<file path="src/rtl/beam_pkg.sv">
package beam_pkg;
  localparam int H_W = 8;
  localparam int V_W = 9;

  localparam logic [H_W-1:0] WIDE_GAP_FROM   = 8'd183;
  localparam logic [H_W-1:0] WIDE_GAP_TO     = 8'd229;
  localparam logic [H_W-1:0] NARROW_GAP_FROM = 8'd148;
  localparam logic [H_W-1:0] NARROW_GAP_TO   = 8'd233;
  localparam logic [H_W-1:0] WIDE_LINE_SLOT  = 8'd165;
  localparam logic [H_W-1:0] NARROW_LINE_SLOT = 8'd132;

  localparam logic [V_W-1:0] S60_GAP_FROM = 9'h0EB;
  localparam logic [V_W-1:0] S60_GAP_TO   = 9'h1E5;
  localparam logic [V_W-1:0] S50_GAP_FROM = 9'h103;
  localparam logic [V_W-1:0] S50_GAP_TO   = 9'h1CA;
  localparam logic [V_W-1:0] S60_INACTIVE = 9'd224;
  localparam logic [V_W-1:0] S50_INACTIVE = 9'd240;
  localparam logic [V_W-1:0] FRAME_OFFSET = 9'd8;
endpackage

</file>
<file path="src/rtl/beam_rst_sync.sv">
module beam_rst_sync #(
  parameter int STAGES = 2
) (
  input  logic clk,
  input  logic rst_n,
  output logic rst_n_sync
);
  logic [STAGES-1:0] chain_q;

  always_ff @(posedge clk or negedge rst_n) begin
    if (!rst_n) chain_q <= '0;
    else        chain_q <= {chain_q[STAGES-2:0], 1'b1};
  end

  assign rst_n_sync = chain_q[STAGES-1];
endmodule

</file>
<file path="src/rtl/beam_hcount.sv">
module beam_hcount
  import beam_pkg::*;
(
  input  logic           clk,
  input  logic           rst_n,
  input  logic           tick,
  input  logic           wide,
  output logic [H_W-1:0] slot,
  output logic           line_step
);
  logic [H_W-1:0] slot_q, slot_d, slot_inc;

  always_comb begin
    slot_inc  = slot_q + 1'b1;
    slot_d    = slot_q;
    line_step = 1'b0;
    if (tick) begin
      if (wide && slot_inc == WIDE_GAP_FROM)         slot_d = WIDE_GAP_TO;
      else if (!wide && slot_inc == NARROW_GAP_FROM) slot_d = NARROW_GAP_TO;
      else                                           slot_d = slot_inc;
      line_step = wide ? (slot_d == WIDE_LINE_SLOT) : (slot_d == NARROW_LINE_SLOT);
    end
  end

  always_ff @(posedge clk or negedge rst_n) begin
    if (!rst_n)    slot_q <= '0;
    else if (tick) slot_q <= slot_d;
  end

  assign slot = slot_q;

  p_hold_r1: assert property (@(posedge clk) disable iff (!rst_n)
    !tick |=> $stable(slot_q));
  p_wrap_r1: assert property (@(posedge clk) disable iff (!rst_n)
    (tick && slot_q == 8'hFF) |=> slot_q == 8'h00);
  p_skip_wide_r2: assert property (@(posedge clk) disable iff (!rst_n)
    (tick && wide && slot_q == 8'd182) |=> slot_q == 8'd229);
  p_skip_narrow_r3: assert property (@(posedge clk) disable iff (!rst_n)
    (tick && !wide && slot_q == 8'd147) |=> slot_q == 8'd233);
endmodule

</file>
<file path="src/rtl/beam_vcount.sv">
module beam_vcount
  import beam_pkg::*;
#(
  parameter int FRAME_W = 8
) (
  input  logic               clk,
  input  logic               rst_n,
  input  logic               step,
  input  logic               std_req,
  output logic [V_W-1:0]     line,
  output logic [FRAME_W-1:0] frame,
  output logic               adv
);
  localparam logic [V_W-1:0] FRAME_LINE_60 = S60_INACTIVE + FRAME_OFFSET;
  localparam logic [V_W-1:0] FRAME_LINE_50 = S50_INACTIVE + FRAME_OFFSET;

  logic [V_W-1:0]     line_q, line_d, line_inc, frame_line;
  logic [FRAME_W-1:0] frame_q, frame_d;
  logic               std_q, std_d, adv_q;

  always_comb begin
    line_inc   = line_q + 1'b1;
    frame_line = std_q ? FRAME_LINE_50 : FRAME_LINE_60;
    if (!std_q && line_inc == S60_GAP_FROM)     line_d = S60_GAP_TO;
    else if (std_q && line_inc == S50_GAP_FROM) line_d = S50_GAP_TO;
    else                                        line_d = line_inc;
    frame_d = (line_d == frame_line) ? frame_q + 1'b1 : frame_q;
    std_d   = (line_d == '0) ? std_req : std_q;
  end

  always_ff @(posedge clk or negedge rst_n) begin
    if (!rst_n) begin
      line_q  <= '0;
      frame_q <= '0;
      std_q   <= 1'b0;
      adv_q   <= 1'b0;
    end else begin
      adv_q <= step;
      if (step) begin
        line_q  <= line_d;
        frame_q <= frame_d;
        std_q   <= std_d;
      end
    end
  end

  assign line  = line_q;
  assign frame = frame_q;
  assign adv   = adv_q;

  p_vhold_r4: assert property (@(posedge clk) disable iff (!rst_n)
    !step |=> $stable(line_q));
  p_adv_single_r5: assert property (@(posedge clk) disable iff (!rst_n)
    adv_q |=> !adv_q);
  p_jump60_r6: assert property (@(posedge clk) disable iff (!rst_n)
    (step && !std_q && line_q == 9'h0EA) |=> line_q == 9'h1E5);
  p_jump50_r7: assert property (@(posedge clk) disable iff (!rst_n)
    (step && std_q && line_q == 9'h102) |=> line_q == 9'h1CA);
  p_frame_hold_r8: assert property (@(posedge clk) disable iff (!rst_n)
    !step |=> $stable(frame_q));
  p_std_latch_r9: assert property (@(posedge clk) disable iff (!rst_n)
    !(step && line_q == 9'h1FF) |=> $stable(std_q));
endmodule

</file>
<file path="src/rtl/beam_pos_gen.sv">
module beam_pos_gen
  import beam_pkg::*;
#(
  parameter int FRAME_W = 8
) (
  input  logic               clk,
  input  logic               rst_n,
  input  logic               slot_tick,
  input  logic               wide_mode,
  input  logic               std_50hz,
  output logic [7:0]         hslot,
  output logic [8:0]         vline,
  output logic [FRAME_W-1:0] frame_cnt,
  output logic               line_adv
);
  logic rst_n_int;
  logic step;

  beam_rst_sync #(.STAGES(2)) u_rst (
    .clk        (clk),
    .rst_n      (rst_n),
    .rst_n_sync (rst_n_int)
  );

  beam_hcount u_h (
    .clk       (clk),
    .rst_n     (rst_n_int),
    .tick      (slot_tick),
    .wide      (wide_mode),
    .slot      (hslot),
    .line_step (step)
  );

  beam_vcount #(.FRAME_W(FRAME_W)) u_v (
    .clk     (clk),
    .rst_n   (rst_n_int),
    .step    (step),
    .std_req (std_50hz),
    .line    (vline),
    .frame   (frame_cnt),
    .adv     (line_adv)
  );

  p_adv_on_step_r5: assert property (@(posedge clk) disable iff (!rst_n_int)
    line_adv |-> (hslot == 8'd165 || hslot == 8'd132));
endmodule

</file>
<file path="config.mk">
export PLATFORM = sky130hd
export DESIGN_NAME = beam_pos_gen
export DESIGN_NICKNAME = d
export VERILOG_FILES = /design/src/rtl/beam_pkg.sv /design/src/rtl/beam_rst_sync.sv /design/src/rtl/beam_hcount.sv /design/src/rtl/beam_vcount.sv /design/src/rtl/beam_pos_gen.sv
export SDC_FILE = /design/constraint.sdc
export NUM_CORES = 1
export LEC_CHECK = 0
export BUFFER_PORTS_ARGS = -buffer_cell sky130_fd_sc_hd__buf_4
export CORE_UTILIZATION = 45
export CTS_BUF_LIST = sky130_fd_sc_hd__clkbuf_4 sky130_fd_sc_hd__clkbuf_8 sky130_fd_sc_hd__clkbuf_16
export DETAILED_ROUTE_END_ITERATION = 8
export HOLD_SLACK_MARGIN = 0.06
export PLACE_DENSITY = 0.71
export SETUP_SLACK_MARGIN = 0.02
export SYNTH_ARGS = -nofsm -noshare
export SYNTH_HDL_FRONTEND = slang
export SYNTH_SLANG_ARGS = --single-unit
</file>
<file path="constraint.sdc">
create_clock -name clk -period 0.96 [get_ports clk]
set_clock_uncertainty 0.2 [all_clocks]
set_input_delay 0.192 -clock clk [delete_from_list [all_inputs] [get_ports clk]]
set_output_delay 0.192 -clock clk [all_outputs]
set_load 0.05 [all_outputs]
</file>
==> results of run 1 <==
[logic make-up after synthesis]
logic type,share of synthesized area (%)
AO/OA/AOI/OAI,17.6
adder cells (fa/ha/maj),3.72
multiplexers,2.17
buffers and inverters,5.45
AND/OR/NAND/NOR,26.7
other,0.186
XOR/XNOR,8.24
flip-flops,35.9
[through the flow]
step	utilization (%)	cells	setup WS, ns	hold WS (ns)
floorplan	-	226	-1.89	-0.304
global placement	73.7	379	-1.69	-0.226
detailed placement	73.7	379	-1.71	-0.226
CTS	92.9	415	-1.66	-0.0629
[repair_timing]
item,CTS
endpoints found under the hold margin,30
pin swaps,18
hold buffers,1
endpoints found under the setup margin,53
gates resized for setup,113
gates cloned,1
buffers inserted,28
==> metrics.md, run 1 <==
| Metric | Value |
|---|---|
| Post-GRT worst EP | u_v.std_q$_DFFE_PN0P_/D |
| Io pins | 31 |
| Placer Congestion | 0.928 |
| Async set-reset flop share out of synthesis | 100% |
| Syn Area/Cell | 8.94 sq um |
| TritonCTS Sinks | 29 |
| Root Buffer | clkbuf_8 |
| Synth warn | 0 |
| Sequential area share after synthesis | 35.9% |
| Yosys reg bits | 29 |
| Top FF cell, synth | dfrtp_1 |
| Die height | 69.0 um |
| Die span in x | 69.0 um |
| Number of synthesized flops with an enable pin | 0 |
| Post-synth top area share | 35.9% |
| Number of port buffers | 30 |
| Fail Step | global routing (5_1_grt) |
| Dpl cell area | 0.00305 sq mm |
| Worst endpoint type | register input |
| Commonest cells post-synth | dfrtp_1, nand2_1, nor2_1 |
| Clock Path Buffers | 2 |
| Detail Placement HPWL | 4.44 mm |
| Yosys top cell by area | dfrtp_1 |
| TritonCTS Buffers | 5 |
| Most frequent cell after synthesis | dfrtp_1 |
| Syn Nets | 237 |
| Error | [ERROR DPL-0038] Utilization greater than 100%, impossible to legalize |
| Starting density of the core | 48.7% |
| H-tree levels | 2 |
| Largest net degree at the start of global routing | 28 |
| Synth unique cells | 54 |
| Synthesized cell area | 0.00202 sq mm |
| Status | stopped before the end |
| # rows | 23 |
| Cells after Synth | 226 |
| Synth top area cells | dfrtp_1, xnor2_1, xor2_1, ha_1, nand2_1 |
==> run 2: changes to the inputs <==
--- a/config.mk
+++ b/config.mk
@@ -6,12 +6,9 @@
 export NUM_CORES = 1
 export LEC_CHECK = 0
 export BUFFER_PORTS_ARGS = -buffer_cell sky130_fd_sc_hd__buf_4
-export CORE_UTILIZATION = 45
-export CTS_BUF_LIST = sky130_fd_sc_hd__clkbuf_4 sky130_fd_sc_hd__clkbuf_8 sky130_fd_sc_hd__clkbuf_16
+export CORE_UTILIZATION = 30
 export DETAILED_ROUTE_END_ITERATION = 8
-export HOLD_SLACK_MARGIN = 0.06
-export PLACE_DENSITY = 0.71
-export SETUP_SLACK_MARGIN = 0.02
+export PLACE_DENSITY_LB_ADDON = 0.15
 export SYNTH_ARGS = -nofsm -noshare
 export SYNTH_HDL_FRONTEND = slang
 export SYNTH_SLANG_ARGS = --single-unit
==> constraint.sdc (replaced) <==
create_clock -name clk -period 1.25 [get_ports clk]
set_clock_uncertainty 0.2 [all_clocks]
set_input_delay 0.25 -clock clk [delete_from_list [all_inputs] [get_ports clk]]
set_output_delay 0.25 -clock clk [all_outputs]
set_load 0.05 [all_outputs]
==> metrics.md, run 2 <==
| Metric | Value |
|---|---|
| Die span in x | 84.0 um |
| Nets | 396 |
| Max Cap Violations | 0 |
| Async set-reset flop share out of synthesis | 100% |
| RSZ-0062 raised after global routing | yes |
| Worst Path Class, Setup | flip-flop to flip-flop |
| Commonest cells post-synth | dfrtp_1, nand2_1, nor2_1 |
| Final setup viols | 53 |
| Number of port buffers | 30 |
| Final Hold Viols | 0 |
| Mux share of post-synthesis cell area | 2.17% |
| Failing checks | design-rule violations, negative setup slack |
| Final global-route overflow total | 0 |
| Status | complete, but fails checks |
| CP startpoint kind | flip-flop |
| Root Buffer | clkbuf_8 |
| Detail Placement HPWL | 4.61 mm |
| Drc violations | 4 |
| TritonCTS Buffers | 5 |
| Drt wl/cell | 15.9 um |
| Most common cell after layout, fill and taps aside | buf_4 |
| Antenna-violating nets left | 0 |
| Yosys top cell by area | dfrtp_1 |
| Ant diodes | 0 |
| Synthesized cell area | 0.00202 sq mm |
| Vias in the first global route | 2247 |
| Minimum clock period | 2.65 ns |
| Placer Congestion | 0.856 |
| TritonCTS Sinks | 29 |
| Critical Path End Type | flip-flop |
| Sequential area share after synthesis | 35.9% |
| Post-synth top area share | 35.9% |
| Synth top area cells | dfrtp_1, xnor2_1, xor2_1, ha_1, nand2_1 |
| Reg2reg start | u_h.slot[1] |
| Synth unique cells | 54 |
| Initial drt markers | 109 |
| Worst VDD drop | 1050 uV |
| Max reg flops | 9 |
| Synth warn | 0 |
| Post-Synth Simple-Gate Area | 26.7% |
| Reg clk slew, reported paths | 0.07 ns |
| Worst-path fanout max | 5 |
| # rows | 29 |
| Top FF cell, synth | dfrtp_1 |
| Max Fclk | 378 MHz |
| Area Growth Syn to Fin | 108% |
| Commonest non-fill, non-tap cells in the layout | buf_4, buf_6, buf_8, nand2_1 |
| Cells after Synth | 226 |
| CTS tree | done |
| Period utilisation layout | 212% |
| First-pass GRT wire length | 10.8 mm |
| Share of cells above drive strength 1 | 67.1% |
| Most frequent cell after synthesis | dfrtp_1 |
| Number of synthesized flops with an enable pin | 0 |
| Final wirelength | 7.35 mm |
| Core area | 0.00642 sq mm |
| Syn Nets | 237 |
| Hold Path Class | flip-flop to asynchronous set/reset pin |
| Initial antenna violation count | 0 |
| PnR worst setup slack | -1.40 ns |
| Clk Latency, worst-skew pair | 0.28 ns |
| Pre-antenna DRT Iters | 6 |
| Area share of fa/ha/maj cells after synthesis | 3.72% |
| Die height | 84.0 um |
| Reg2Reg Setup Slack | -1.40 ns |
| PD cells | 1200 mW/mm^2 |
| Placed cells | 412 |
| Starting density of the core | 31.4% |
| GR Util All Layers | 19.5% |
| WP data arrival | 2.62 ns |
| H-tree levels | 2 |
| Io pins | 31 |
| LEAKAGE | 1.93 nW |
| Syn Area/Cell | 8.94 sq um |
| Die area | 0.00706 sq mm |
| Via count | 2336 |
| Largest net degree at the start of global routing | 22 |
| R2R depth | 7 |
| Main combinational cell family by area after synthesis | simple AND/OR/NAND/NOR gates |
| Final Max Slew Viols | 0 |
| Total Power | 5.06 mW |
| Reg2reg end | u_v.std_q |
| Clock Path Buffers | 2 |
| Compound-Gate Fraction of Synth Area | 17.6% |
| Xor/xnor share of the synthesized area | 8.24% |
| Vias/cell | 5.05 |
| Yosys reg bits | 29 |
| Non-filler cells, final | 463 |
| Worst Path Required | 1.22 ns |
[run 2: cell counts after synthesis]
Identical to the previous run, type by type.
[run 2: worst max-delay path: stages (launching register included)]
cell and delay (ns):
dfrtp_4 0.52, and2_4 0.18, o21a_1 0.20, o22ai_4 0.25, o2111a_2 0.29, o2111ai_4 0.15
or4_4 0.44, mux2_4 0.30
[run 2: report_power, final]
part | total [mW] | internal, mW | switching [mW]
clock network | 1.03 | 0.649 | 0.382
logic | 2.76 | 1.39 | 1.37
registers | 1.27 | 1.07 | 0.196
total | 5.06 | 3.11 | 1.95
[run 2: worst max-delay path by stage]
stage,start,to,cells after the start
global placement,u_h.slot[0],u_v.std_q,8
floorplan,u_h.slot[3],u_v.std_q,8
finish,u_h.slot[1],u_v.std_q,7
global route,u_h.slot[3],u_v.std_q,8
detailed placement,u_h.slot[0],u_v.std_q,8
CTS,u_h.slot[0],u_v.std_q,7
[run 2: per-layer routing]
metal	up-vias	part of all wire (%)	global-route usage, %
met4	0	0.91	4.86
met2	43	51	31.7
met1	1141	45	26.6
li1	1145	-	-
met5	-	0	0
met3	7	2.8	3.66
[run 2: area by class of cell]
class                      instances  area [sq um]
sequential                        29           753
clock buffer                       7          86.3
fill                             486          2220
inverter                           9          36.3
multi-input combinational        175          1590
tap                               77          96.3
clock inverter                     1          30.0
timing repair buffer             165          1610
[run 2: cell families (layout without fill, tap and decap cells)]
family	count (synthesis)	in the layout
mux	4	4
fa+ha+maj	6	6
compound gates	48	48
other cells	1	1
xor+xnor	19	19
buf+inv	22	182
simple gates	97	97
flops	29	29
[run 2: timing repair]
| action | CTS | global route |
|---|---|---|
| hold endpoints to repair | 8 | 1 |
| buffers inserted | 21 | 20 |
| gates cloned | 0 | 3 |
| hold buffers | 2 | 1 |
| setup endpoints to repair | 53 | 53 |
| pin swaps | 13 | 21 |
| gates resized for setup | 102 | 63 |
[run 2: per-stage QoR]
stage                     instance area, sq um  utilization (%)  setup TNS (ns)  hold slack [ns]  setup WS (ns)
after floorplan                           2200                -          -30.09           -0.246          -1.60
after detailed placement                  3100             48.3          -32.09           -0.166          -1.41
after CTS                                 3800             59.2          -35.70           0.0124          -1.36
after global placement                    3100             48.3          -31.95           -0.166          -1.40
final                                     4200             65.4          -36.33           0.0353          -1.40
after global routing                      4200             65.4          -39.59           0.0742          -1.46
No activity file was read; power rests on OpenSTA's default activity.
